==> src/rtl/skf_pkg.sv <==
package skf_pkg;
    parameter int NCTX   = 4;
    parameter int NSLOT  = 4;
    parameter int BLK_W  = 8;
    parameter int RES_W  = 6;
    parameter int PRIO_W = 3;

    localparam int CTX_W  = $clog2(NCTX);
    localparam int SLOT_W = $clog2(NSLOT);
    localparam int CNT_W  = $clog2(NSLOT + 1);

    typedef struct packed {
        logic [RES_W-1:0]  res;
        logic [PRIO_W-1:0] prio;
        logic [BLK_W-1:0]  blocks;
    } cmd_t;

    typedef struct packed {
        logic              valid;
        logic [CTX_W-1:0]  ctx;
        logic [BLK_W-1:0]  total;
        logic [BLK_W-1:0]  next;
        logic [BLK_W-1:0]  resident;
        logic [RES_W-1:0]  res;
        logic [PRIO_W-1:0] prio;
    } rec_t;

    function automatic logic [SLOT_W-1:0] lowest_set(input logic [NSLOT-1:0] v);
        logic [SLOT_W-1:0] r;
        r = '0;
        for (int i = NSLOT - 1; i >= 0; i--)
            if (v[i]) r = SLOT_W'(i);
        return r;
    endfunction

    function automatic rec_t fresh_rec(input logic [CTX_W-1:0] c, input cmd_t k);
        rec_t r;
        r          = '0;
        r.valid    = 1'b1;
        r.ctx      = c;
        r.total    = k.blocks;
        r.res      = k.res;
        r.prio     = k.prio;
        return r;
    endfunction
endpackage

==> src/rtl/skf_cmdbuf.sv <==
module skf_cmdbuf
    import skf_pkg::*;
(
    input  logic              clk,
    input  logic              rst,
    input  logic              in_valid,
    input  logic [CTX_W-1:0]  in_ctx,
    input  cmd_t              in_cmd,
    output logic              in_ready,
    input  logic              take,
    input  logic [CTX_W-1:0]  take_ctx,
    output logic [NCTX-1:0]   full,
    output cmd_t              take_cmd
);
    cmd_t store [NCTX];

    assign in_ready = !full[in_ctx];
    assign take_cmd = store[take_ctx];

    for (genvar c = 0; c < NCTX; c++) begin : g_ctx
        logic occ_q;
        always_ff @(posedge clk) begin
            if (rst) begin
                occ_q    <= 1'b0;
                store[c] <= '0;
            end else if (in_valid && !occ_q && in_ctx == CTX_W'(c)) begin
                occ_q    <= 1'b1;
                store[c] <= in_cmd;
            end else if (take && take_ctx == CTX_W'(c)) begin
                occ_q    <= 1'b0;
            end
        end
        assign full[c] = occ_q;
    end
endmodule

==> src/rtl/skf_kstab.sv <==
module skf_kstab
    import skf_pkg::*;
(
    input  logic              clk,
    input  logic              rst,
    input  logic              wr_en,
    input  logic [SLOT_W-1:0] wr_slot,
    input  rec_t              wr_rec,
    input  logic              issue_req,
    input  logic [SLOT_W-1:0] issue_slot,
    input  logic              done_req,
    input  logic [SLOT_W-1:0] done_slot,
    input  logic [SLOT_W-1:0] rd_slot,
    output rec_t              rd_rec,
    output logic [SLOT_W-1:0] free_slot,
    output logic              ret_valid,
    output logic [SLOT_W-1:0] ret_slot
);
    rec_t             tab    [NSLOT];
    rec_t             tab_nx [NSLOT];
    logic [NSLOT-1:0] used;
    logic [NSLOT-1:0] finished;

    always_comb begin
        for (int i = 0; i < NSLOT; i++) begin
            used[i]     = tab[i].valid;
            finished[i] = tab[i].valid && tab[i].next == tab[i].total
                          && tab[i].resident == '0;
        end
    end

    assign free_slot = lowest_set(~used);
    assign ret_valid = |finished;
    assign ret_slot  = lowest_set(finished);
    assign rd_rec    = tab[rd_slot];

    always_comb begin
        for (int i = 0; i < NSLOT; i++) begin
            logic up, dn;
            up = issue_req && issue_slot == SLOT_W'(i) && tab[i].valid
                 && tab[i].next < tab[i].total;
            dn = done_req && done_slot == SLOT_W'(i) && tab[i].valid
                 && tab[i].resident != '0;
            tab_nx[i]          = tab[i];
            tab_nx[i].next     = tab[i].next + BLK_W'(up);
            tab_nx[i].resident = tab[i].resident + BLK_W'(up) - BLK_W'(dn);
            if (ret_valid && ret_slot == SLOT_W'(i)) tab_nx[i].valid = 1'b0;
            if (wr_en && wr_slot == SLOT_W'(i))      tab_nx[i] = wr_rec;
        end
    end

    always_ff @(posedge clk) begin
        for (int i = 0; i < NSLOT; i++)
            tab[i] <= rst ? '0 : tab_nx[i];
    end
endmodule

==> src/rtl/skf_actq.sv <==
module skf_actq
    import skf_pkg::*;
(
    input  logic              clk,
    input  logic              rst,
    input  logic              push,
    input  logic [SLOT_W-1:0] push_slot,
    input  logic              rem,
    input  logic [SLOT_W-1:0] rem_slot,
    input  logic [SLOT_W-1:0] rd_idx,
    output logic [SLOT_W-1:0] rd_slot,
    output logic [CNT_W-1:0]  count
);
    logic [SLOT_W-1:0] q    [NSLOT];
    logic [SLOT_W-1:0] q_nx [NSLOT];
    logic [CNT_W-1:0]  cnt_mid;
    logic [CNT_W-1:0]  pos;

    assign rd_slot = q[rd_idx];

    always_comb begin
        pos = CNT_W'(NSLOT);
        for (int i = NSLOT - 1; i >= 0; i--)
            if (CNT_W'(i) < count && q[i] == rem_slot) pos = CNT_W'(i);
        cnt_mid = count - CNT_W'(rem);
        for (int i = 0; i < NSLOT; i++) begin
            q_nx[i] = q[i];
            if (rem && CNT_W'(i) >= pos && i < NSLOT - 1) q_nx[i] = q[(i + 1) % NSLOT];
            if (push && CNT_W'(i) == cnt_mid)              q_nx[i] = push_slot;
        end
    end

    always_ff @(posedge clk) begin
        if (rst) begin
            count <= '0;
            for (int i = 0; i < NSLOT; i++) q[i] <= '0;
        end else begin
            count <= cnt_mid + CNT_W'(push);
            for (int i = 0; i < NSLOT; i++) q[i] <= q_nx[i];
        end
    end
endmodule

==> src/rtl/skf_tables.sv <==
module skf_tables
    import skf_pkg::*;
(
    input  logic              clk,
    input  logic              rst,
    input  logic              cmd_valid,
    input  logic [CTX_W-1:0]  cmd_ctx,
    input  logic [BLK_W-1:0]  cmd_blocks,
    input  logic [RES_W-1:0]  cmd_res,
    input  logic [PRIO_W-1:0] cmd_prio,
    output logic              cmd_ready,
    output logic [NCTX-1:0]   buf_full,
    input  logic              admit_req,
    input  logic [CTX_W-1:0]  admit_ctx,
    output logic              admit_ack,
    output logic [SLOT_W-1:0] admit_slot,
    input  logic              issue_req,
    input  logic [SLOT_W-1:0] issue_slot,
    input  logic              done_req,
    input  logic [SLOT_W-1:0] done_slot,
    input  logic [SLOT_W-1:0] scan_idx,
    output logic              scan_valid,
    output logic [SLOT_W-1:0] scan_slot,
    output logic [CTX_W-1:0]  scan_ctx,
    output logic [BLK_W-1:0]  scan_total,
    output logic [BLK_W-1:0]  scan_next,
    output logic [BLK_W-1:0]  scan_resident,
    output logic [RES_W-1:0]  scan_res,
    output logic [PRIO_W-1:0] scan_prio,
    output logic              retire_valid,
    output logic [SLOT_W-1:0] retire_slot,
    output logic [CNT_W-1:0]  q_count
);
    cmd_t in_cmd, head_cmd;
    rec_t scan_rec;

    assign in_cmd = '{res: cmd_res, prio: cmd_prio, blocks: cmd_blocks};

    skf_cmdbuf u_buf (
        .clk(clk), .rst(rst),
        .in_valid(cmd_valid), .in_ctx(cmd_ctx), .in_cmd(in_cmd), .in_ready(cmd_ready),
        .take(admit_ack), .take_ctx(admit_ctx), .full(buf_full), .take_cmd(head_cmd)
    );

    assign admit_ack = admit_req && buf_full[admit_ctx] && q_count != CNT_W'(NSLOT);

    skf_kstab u_tab (
        .clk(clk), .rst(rst),
        .wr_en(admit_ack), .wr_slot(admit_slot), .wr_rec(fresh_rec(admit_ctx, head_cmd)),
        .issue_req(issue_req), .issue_slot(issue_slot),
        .done_req(done_req), .done_slot(done_slot),
        .rd_slot(scan_slot), .rd_rec(scan_rec),
        .free_slot(admit_slot), .ret_valid(retire_valid), .ret_slot(retire_slot)
    );

    skf_actq u_q (
        .clk(clk), .rst(rst),
        .push(admit_ack), .push_slot(admit_slot),
        .rem(retire_valid), .rem_slot(retire_slot),
        .rd_idx(scan_idx), .rd_slot(scan_slot), .count(q_count)
    );

    assign scan_valid    = CNT_W'(scan_idx) < q_count;
    assign scan_ctx      = scan_rec.ctx;
    assign scan_total    = scan_rec.total;
    assign scan_next     = scan_rec.next;
    assign scan_resident = scan_rec.resident;
    assign scan_res      = scan_rec.res;
    assign scan_prio     = scan_rec.prio;
endmodule


==> config.mk <==
export PLATFORM = sky130hd
export DESIGN_NAME = skf_tables
export DESIGN_NICKNAME = d
export VERILOG_FILES = /design/src/rtl/skf_pkg.sv /design/src/rtl/skf_cmdbuf.sv /design/src/rtl/skf_kstab.sv /design/src/rtl/skf_actq.sv /design/src/rtl/skf_tables.sv
export SDC_FILE = /design/constraint.sdc
export NUM_CORES = 1
export LEC_CHECK = 0
export BUFFER_PORTS_ARGS = -buffer_cell sky130_fd_sc_hd__buf_2
export CORE_ASPECT_RATIO = 0.75
export CORE_MARGIN = 3
export CORE_UTILIZATION = 44
export DETAILED_ROUTE_END_ITERATION = 7
export GPL_ROUTABILITY_DRIVEN = 0
export SLEW_MARGIN = 25
export SYNTH_ARGS = -nofsm -noshare
export SYNTH_HDL_FRONTEND = slang
export SYNTH_SLANG_ARGS = --single-unit
==> constraint.sdc <==
create_clock -name clk -period 3.4 [get_ports clk]
set_input_delay 0.17 -clock clk [delete_from_list [all_inputs] [get_ports clk]]
set_output_delay 0.17 -clock clk [all_outputs]
set_load 0.02 [all_outputs]
==> results of run 1 <==
synthesized netlist by cell type, types with 4 or more instances:
library cell | count | area [um^2]
clkbuf_1 | 36 | 135
xor2_1 | 28 | 245
o21ai_0 | 11 | 55.1
nor3_1 | 14 | 70.1
buf_1 | 6 | 22.5
nand4_1 | 9 | 56.3
and3_1 | 22 | 138
nor2b_1 | 10 | 62.6
nand2b_1 | 8 | 50.1
a211oi_1 | 6 | 45.0
o21a_1 | 14 | 105
fa_1 | 4 | 80.1
nor4_1 | 8 | 50.1
buf_2 | 7 | 35.0
and2_1 | 69 | 432
mux4_2 | 54 | 1220
inv_1 | 88 | 330
nand3_1 | 26 | 130
a21oi_1 | 88 | 440
o21bai_1 | 12 | 90.1
nand2_1 | 139 | 522
xnor2_1 | 23 | 201
mux2i_1 | 25 | 250
a21o_1 | 4 | 30.0
nor2_1 | 102 | 383
edfxtp_1 | 68 | 2040
dfxtp_1 | 159 | 3180
ha_1 | 89 | 1110
buf_4 | 4 | 30.0
cell families (layout without fill, tap and decap cells):
group / after synthesis / count (layout) / share of synthesized area, %
AOI/OAI and AO/OA: 157 / 157 / 8.10
xor gates and xnor gates: 51 / 51 / 3.73
adders and majority gates: 93 / 93 / 9.98
buffers and inverters: 142 / 309 / 4.71
DFF: 227 / 227 / 43.7
muxes: 80 / 80 / 12.5
and+or+nand+nor: 424 / 424 / 17.3
metal layers:
| metal | GRT usage (%) | up-vias | part of all wire, % |
|---|---|---|---|
| met5 | 0 | - | 0 |
| met4 | 3.78 | 0 | 1.4 |
| met3 | 3.48 | 31 | 6.6 |
| met2 | 33.5 | 244 | 44 |
| met1 | 34.2 | 4426 | 48 |
| li1 | - | 4375 | - |
per-stage QoR:
stage | setup TNS (ns) | instances | util, % | cell area [um^2] | power, W
floorplan | -0.000808 | 1174 | - | 12000 | 0.00344
global placement | -0.180 | 1614 | 49.8 | 13100 | 0.00367
detailed placement | -0.536 | 1614 | 49.8 | 13100 | 0.00367
CTS | -0.0546 | 1683 | 53.8 | 14200 | 0.00627
global route | -1.03 | 1685 | 54.4 | 14300 | 0.00647
finish | -0.0631 | 1685 | 54.4 | 14300 | 0.00623
state kept, by name (all words and copies together), names as in the netlist:
name               count
u_buf.g_ctx.occ_q      4
u_buf.store           68
u_q.count              3
u_tab.tab            144
u_q.q                  8
power groups by stage:
stage                     clock, W  combinational, W  sequential [W]
after floorplan                  0          0.000478         0.00296
after global placement           0          0.000684         0.00298
after detailed placement         0          0.000692         0.00298
after CTS                  0.00264          0.000712         0.00292
after global routing       0.00274          0.000791         0.00293
final                      0.00258          0.000721         0.00293
worst max-delay path: stages, from the launching register on:
cell and delay [ns]:
dfxtp_2 0.33, inv_2 0.04, ha_4 0.21, nor2b_4 0.12, o21a_1 0.16, o21a_1 0.17, o21a_1 0.16, o21a_1 0.16
o21ai_1 0.12, nand2b_1 0.10, a2111oi_4 0.39, ha_2 0.25, inv_2 0.04, fa_2 0.35, inv_2 0.07, a21oi_2 0.05
o21bai_1 0.18, a21oi_1 0.09, nor2_1 0.10, nor2_1 0.06, xor2_1 0.14, nor2_1 0.05
worst max-delay path by stage:
stage,start,end,cells past startpoint
6_report,u_tab.tab[1][26]$_SDFFE_PP0P_,u_tab.tab[1][15]$_SDFF_PP0_,21
5_1_grt,u_tab.tab[1][26]$_SDFFE_PP0P_,u_tab.tab[1][15]$_SDFF_PP0_,21
4_1_cts,u_tab.tab[1][26]$_SDFFE_PP0P_,u_tab.tab[1][15]$_SDFF_PP0_,21
3_5_place_dp,u_tab.tab[1][26]$_SDFFE_PP0P_,u_tab.tab[1][15]$_SDFF_PP0_,21
3_3_place_gp,u_tab.tab[1][26]$_SDFFE_PP0P_,u_tab.tab[1][15]$_SDFF_PP0_,21
2_1_floorplan,u_tab.tab[1][26]$_SDFFE_PP0P_,u_tab.tab[1][15]$_SDFF_PP0_,21
layout make-up:
type / instances / area [um^2]
flip-flops and latches: 227 / 5240
inverters: 88 / 330
repair buffers: 177 / 1170
clock buffers: 30 / 654
clock inverters: 14 / 119
fillers: 2342 / 12000
well taps: 344 / 430
multi-input cells: 805 / 6400
timing repair:
item                                    4_1_cts  5_1_grt
pin swaps                                    12       32
buffers inserted                              7        4
endpoints found under the hold margin        69        0
gates resized for setup                      16       37
hold buffers                                 18        0
endpoints found under the setup margin        5       16
==> run metrics, run 1 <==
status=finished with violations; failing checks=negative setup slack; Hold Vio Cnt, Final=0; Unique masters post-synth=60; syn_area_per_cell=10.2 um^2; Lkg Pwr=5.85 nW; first-pass iteration count of the detailed router=5; Relative slew margins=32.3%; setup slack, reg-to-reg=-0.06 ns; first-pass GRT wire length=50.7 mm; max-slew violation count=0; YS warnings=0; Fmax=289 MHz; Tcrit/Tclk final=102%; max cap viols=0; worst vdd ir=0.000389 V; EDFF count, synth=68; largest net degree at the start of global routing=94; dpl ws=-0.210 ns; CP Max Fanout=2; GR Util All Layers=22.2%; power per cell area=434 nW/um^2; initial antenna violation count=0; CP endpoint kind=register; Clk network pwr share=41.4%; Worst R2R Path Depth=21; number of I/O port buffers=84; r2r endpoint=u_tab.tab[1][15]$_SDFF_PP0_; register area share after synthesis=43.7%; GRT overflow=0; Final ANT Viol Nets=0; clock root buffer master=clkbuf_16; Nets=1,449; number of diodes=0; Wirelength per Cell=19.3 um; flops & latches, synth=227; Hold Path Class=in -> reg; Min-Delay Endpoint=u_buf.g_ctx[3].occ_q$_SDFFE_PP0P_; Initial Util=45.4%; register share of total power=47.0%; H-tree lvl count=1; CTS tree=built; initial DRC count=735; WHS=0.0487 ns; CP required=3.80 ns; Syn Nets=1,300; Sw Pwr=0.00159 W; vias per cell=5.39; Worst-Margin Slew=1.02 ns; clk buf depth=3; internal power=0.00463 W; Clk Latency, worst-skew pair=0.52 ns; CTS Sinks=227; most frequent cells in the layout=150 x dfxtp_1, 139 x nand2_1, 102 x nor2_1; chip width=196 um; crit path kind=reg -> reg; Startpoint Class=register; R2R Path Start=u_tab.tab[1][26]$_SDFFE_PP0P_; CORE AREA=26,400 um^2; routed wire length=32.5 mm; drt drc=0; Reg clk slew, reported paths=0.06 ns; vias in the first global route=8,931; DP HPWL=23.2 mm; Area Growth Syn to Fin=19.9%; Worst Hold Launch=cmd_ctx[1]; mapped cell area=12,000 um^2; routed via count=9,076; io pins=85; share of cells above drive strength 1=23.8%; fin crit period=3.46 ns; Setup Viol. Count Final=1; Mapped Cells=1,174; Post-synth ARST share=0%; hold depth=3; CP arrival=3.86 ns; FP Rows=51; RSZ-0062 raised after global routing=yes; cts bufs inserted=24; commonest non-fill, non-tap cell in the layout=dfxtp_1; Switching Fraction=25.6%; Worst Clk Skew=0.0109 ns; combinational group share of total power=11.6%; setup slack after layout=-0.0631 ns; Die Area=29,200 um^2; die extent in y=149 um; ys flop type=dfxtp_1
Note: power is estimated with default switching activity, not from simulation.
==> run 2: changes to the inputs <==
- SYNTH_HIERARCHICAL: not set -> 1
==> run metrics, run 2 <==
most frequent cells in the layout=220 x nand2_1, 158 x dfxtp_1, 119 x a21oi_1 (was 150 x dfxtp_1, 139 x nand2_1, 102 x nor2_1); CP max stage cell=a21oi_1 (was a2111oi_4); Worst Clk Skew=0.00972 ns (was 0.0109 ns); max-slew violation count=0 (unchanged); first-pass iteration count of the detailed router=5 (unchanged); FP Rows=53 (was 51); area taken by multi-input logic gates=7160 um^2 (was 6400 um^2); GRT overflow=0 (unchanged); vias per cell=5.52 (was 5.39); fin crit period=3.28 ns (was 3.46 ns); Tcrit/Tclk final=96.3% (was 102%); WP depth=11 (was 21); Initial Util=45.4% (about the same); worst vdd ir=0.000336 V (was 0.000389 V); Mapped Cells=1,358 (was 1,174); CP arrival=3.71 ns (was 3.86 ns); post-layout util=52.5% (was 54.4%); hold buffer count at CTS=0 (was 18); Clk Latency, worst-skew pair=0.54 ns (was 0.52 ns); Wirelength per Cell=19.2 um (was 19.3 um); Nets=1,614 (was 1,449); CP Max Fanout=5 (was 2); clk buf depth=3 (unchanged); power per cell area=459 nW/um^2 (was 434 nW/um^2); dpl cell area=14,000 um^2 (was 13,100 um^2); syn_area_per_cell=9.51 um^2 (was 10.2 um^2); Hold Path Class=in -> reg (unchanged); placed insts=1,846 (was 1,614); clock root buffer master=clkbuf_16 (unchanged); Reg with most FFs=u_tab/tab (was u_tab.tab); GR Util All Layers=23.0% (was 22.2%); Non-Filler Instances=1,892 (was 1,685); Relative slew margins=36.3% (was 32.3%); largest net degree at the start of global routing=127 (was 94); H-tree lvl count=1 (unchanged); DP HPWL=25.5 mm (was 23.2 mm); routed via count=10,400 (was 9,076); CP peak stage delay=0.57 ns (was 0.39 ns); Final ANT Viol Nets=0 (unchanged); CORE AREA=28,400 um^2 (was 26,400 um^2); biggest regs=u_tab/tab: 144 flops, u_buf/store: 68 flops, u_q/q: 8 flops (was u_tab.tab: 144 flops, u_buf.store: 68 flops, u_q.q: 8 flops); Lkg Pwr=5.78 nW (was 5.85 nW); initial DRC count=922 (was 735); CP endpoint kind=register (unchanged); io pins=85 (unchanged); Fmax=305 MHz (was 289 MHz); Reg clk slew, reported paths=0.06 ns (about the same); WP buf/inv=1 (was 3); hold depth=2 (was 3); status=finished clean (was finished with violations); CTS Sinks=227 (unchanged); first-pass GRT wire length=57.3 mm (was 50.7 mm); routed wire length=36.3 mm (was 32.5 mm); number of I/O port buffers=84 (unchanged); YS warnings=6 (was 0); share of cells above drive strength 1=17.1% (was 23.8%); Worst R2R Path Depth=11 (was 21); RSZ-0062 raised after global routing=no (was yes); CTS tree=built (unchanged); commonest non-fill, non-tap cell in the layout=nand2_1 (was dfxtp_1); Finished Cell Area=14,900 um^2 (was 14,300 um^2); max cap viols=0 (unchanged); drt drc=0 (unchanged); chip width=204 um (was 196 um); number of flip-flops under the largest register name=144 (unchanged); Die Area=31,500 um^2 (was 29,200 um^2); Area Growth Syn to Fin=15.7% (was 19.9%); crit-path cells=inv_1 -> ha_1 -> nand4_1 -> nor4_4 -> o211ai_2 -> a21oi_1 -> xor2_1 -> nor3_4 -> nor2_4 -> o311ai_4 -> mux2_4 (was inv_2 -> ha_4 -> nor2b_4 -> o21a_1 -> o21a_1 -> o21a_1 -> o21a_1 -> o21ai_1 -> nand2b_1 -> a2111oi_4 -> ha_2 -> inv_2 -> fa_2 -> inv_2 -> a21oi_2 -> o21bai_1 -> a21oi_1 -> nor2_1 -> nor2_1 -> xor2_1 -> nor2_1); register area=5230 um^2 (was 5240 um^2); vias in the first global route=9,766 (was 8,931); cts bufs inserted=25 (was 24); mapped cell area=12,900 um^2 (was 12,000 um^2); Worst-Margin Slew=0.956 ns (was 1.02 ns); Setup Fix Bufs, Post-CTS=0 (was 7); Setup Viol. Count Final=0 (was 1); # fillers=2,624 (was 2,342); Startpoint Class=register (unchanged); die extent in y=154 um (was 149 um); initial antenna violation count=0 (unchanged); Hold Vio Cnt, Final=0 (unchanged); number of diodes=0 (unchanged); largest delay contributor family on the critical path=simple AND/OR/NAND/NOR gates (was compound AO/OA/AOI/OAI gates); CP required=3.83 ns (was 3.80 ns); crit path kind=reg -> reg (unchanged)
run 2: cell count changes in the layout (fill, tap and decap cells not counted), moves of 14 or more:
| cell | change |
|---|---|
| buf_4 | -31 |
| dlygate4sd3_1 | -18 |
| nor2_1 | -31 |
| a21oi_1 | +37 |
| nand2b_1 | +14 |
| mux2i_1 | -19 |
| conb_1 | +59 |
| o21ai_0 | +15 |
| nor3_1 | +55 |
| nand2_1 | +81 |
| a211oi_1 | +27 |
| inv_1 | +29 |
| and2_1 | -68 |
run 2: worst paths after layout:
path / slack, ns / from / endpoint
max: 0.12 / u_tab/tab[3][32]$_SDFFE_PP0P_ / u_q/q[2][0]$_SDFFE_PP0P_
min: 0.03 / rst / u_q/count[2]$_SDFF_PP0_
max reg2reg: 0.12 / u_tab/tab[3][32]$_SDFFE_PP0P_ / u_q/q[2][0]$_SDFFE_PP0P_
min reg2reg: 0.45 / u_tab/tab[0][4]$_SDFFE_PP0P_ / u_tab/tab[0][4]$_SDFFE_PP0P_
run 2: through the flow:
step	setup TNS [ns]	hold slack (ns)	worst slack, ns	total power (W)
5_1_grt	0	0.0403	0.0140	0.00712
3_5_place_dp	-0.0119	0.446	-0.00797	0.00400
3_3_place_gp	0	0.438	0.133	0.00399
4_1_cts	0	0.000662	0.0516	0.00690
6_report	0	0.0284	0.125	0.00685
2_1_floorplan	0	0.306	0.398	0.00372
run 2: report_power, final:
part           switching (W)  leakage, nW  total (W)  internal (W)
Combinational       0.000603         3.36    0.00100      0.000397
Clock                0.00116        0.422    0.00289       0.00173
Sequential         0.0000644         2.00    0.00296       0.00289
run 2: routing by layer:
layer / routed length, um / share of wire [%] / GRT usage [%] / vias to the layer above
li1: - / - / - / 5017
met1: 18000 / 50 / 37.0 / 4998
met2: 14800 / 41 / 32.2 / 394
met3: 2910 / 8.0 / 3.75 / 36
met4: 540 / 1.5 / 4.36 / 0
met5: 0 / 0 / 0 / -
run 2: area by class of cell:
type / count / area share, %
repair buffers: 128 / 5.32
multi-input cells: 998 / 47.9
flip-flops and latches: 227 / 35.0
clock inverters: 15 / 1.30
well taps: 385 / 3.22
clock buffers: 31 / 4.54
inverters: 108 / 2.71
run 2: what timing repair did:
| action | CTS | global route |
|---|---|---|
| cloned | 0 | 0 |
| gates resized for setup | 1 | 7 |
| setup endpoints to repair | 2 | 3 |
| pin swaps | 0 | 3 |
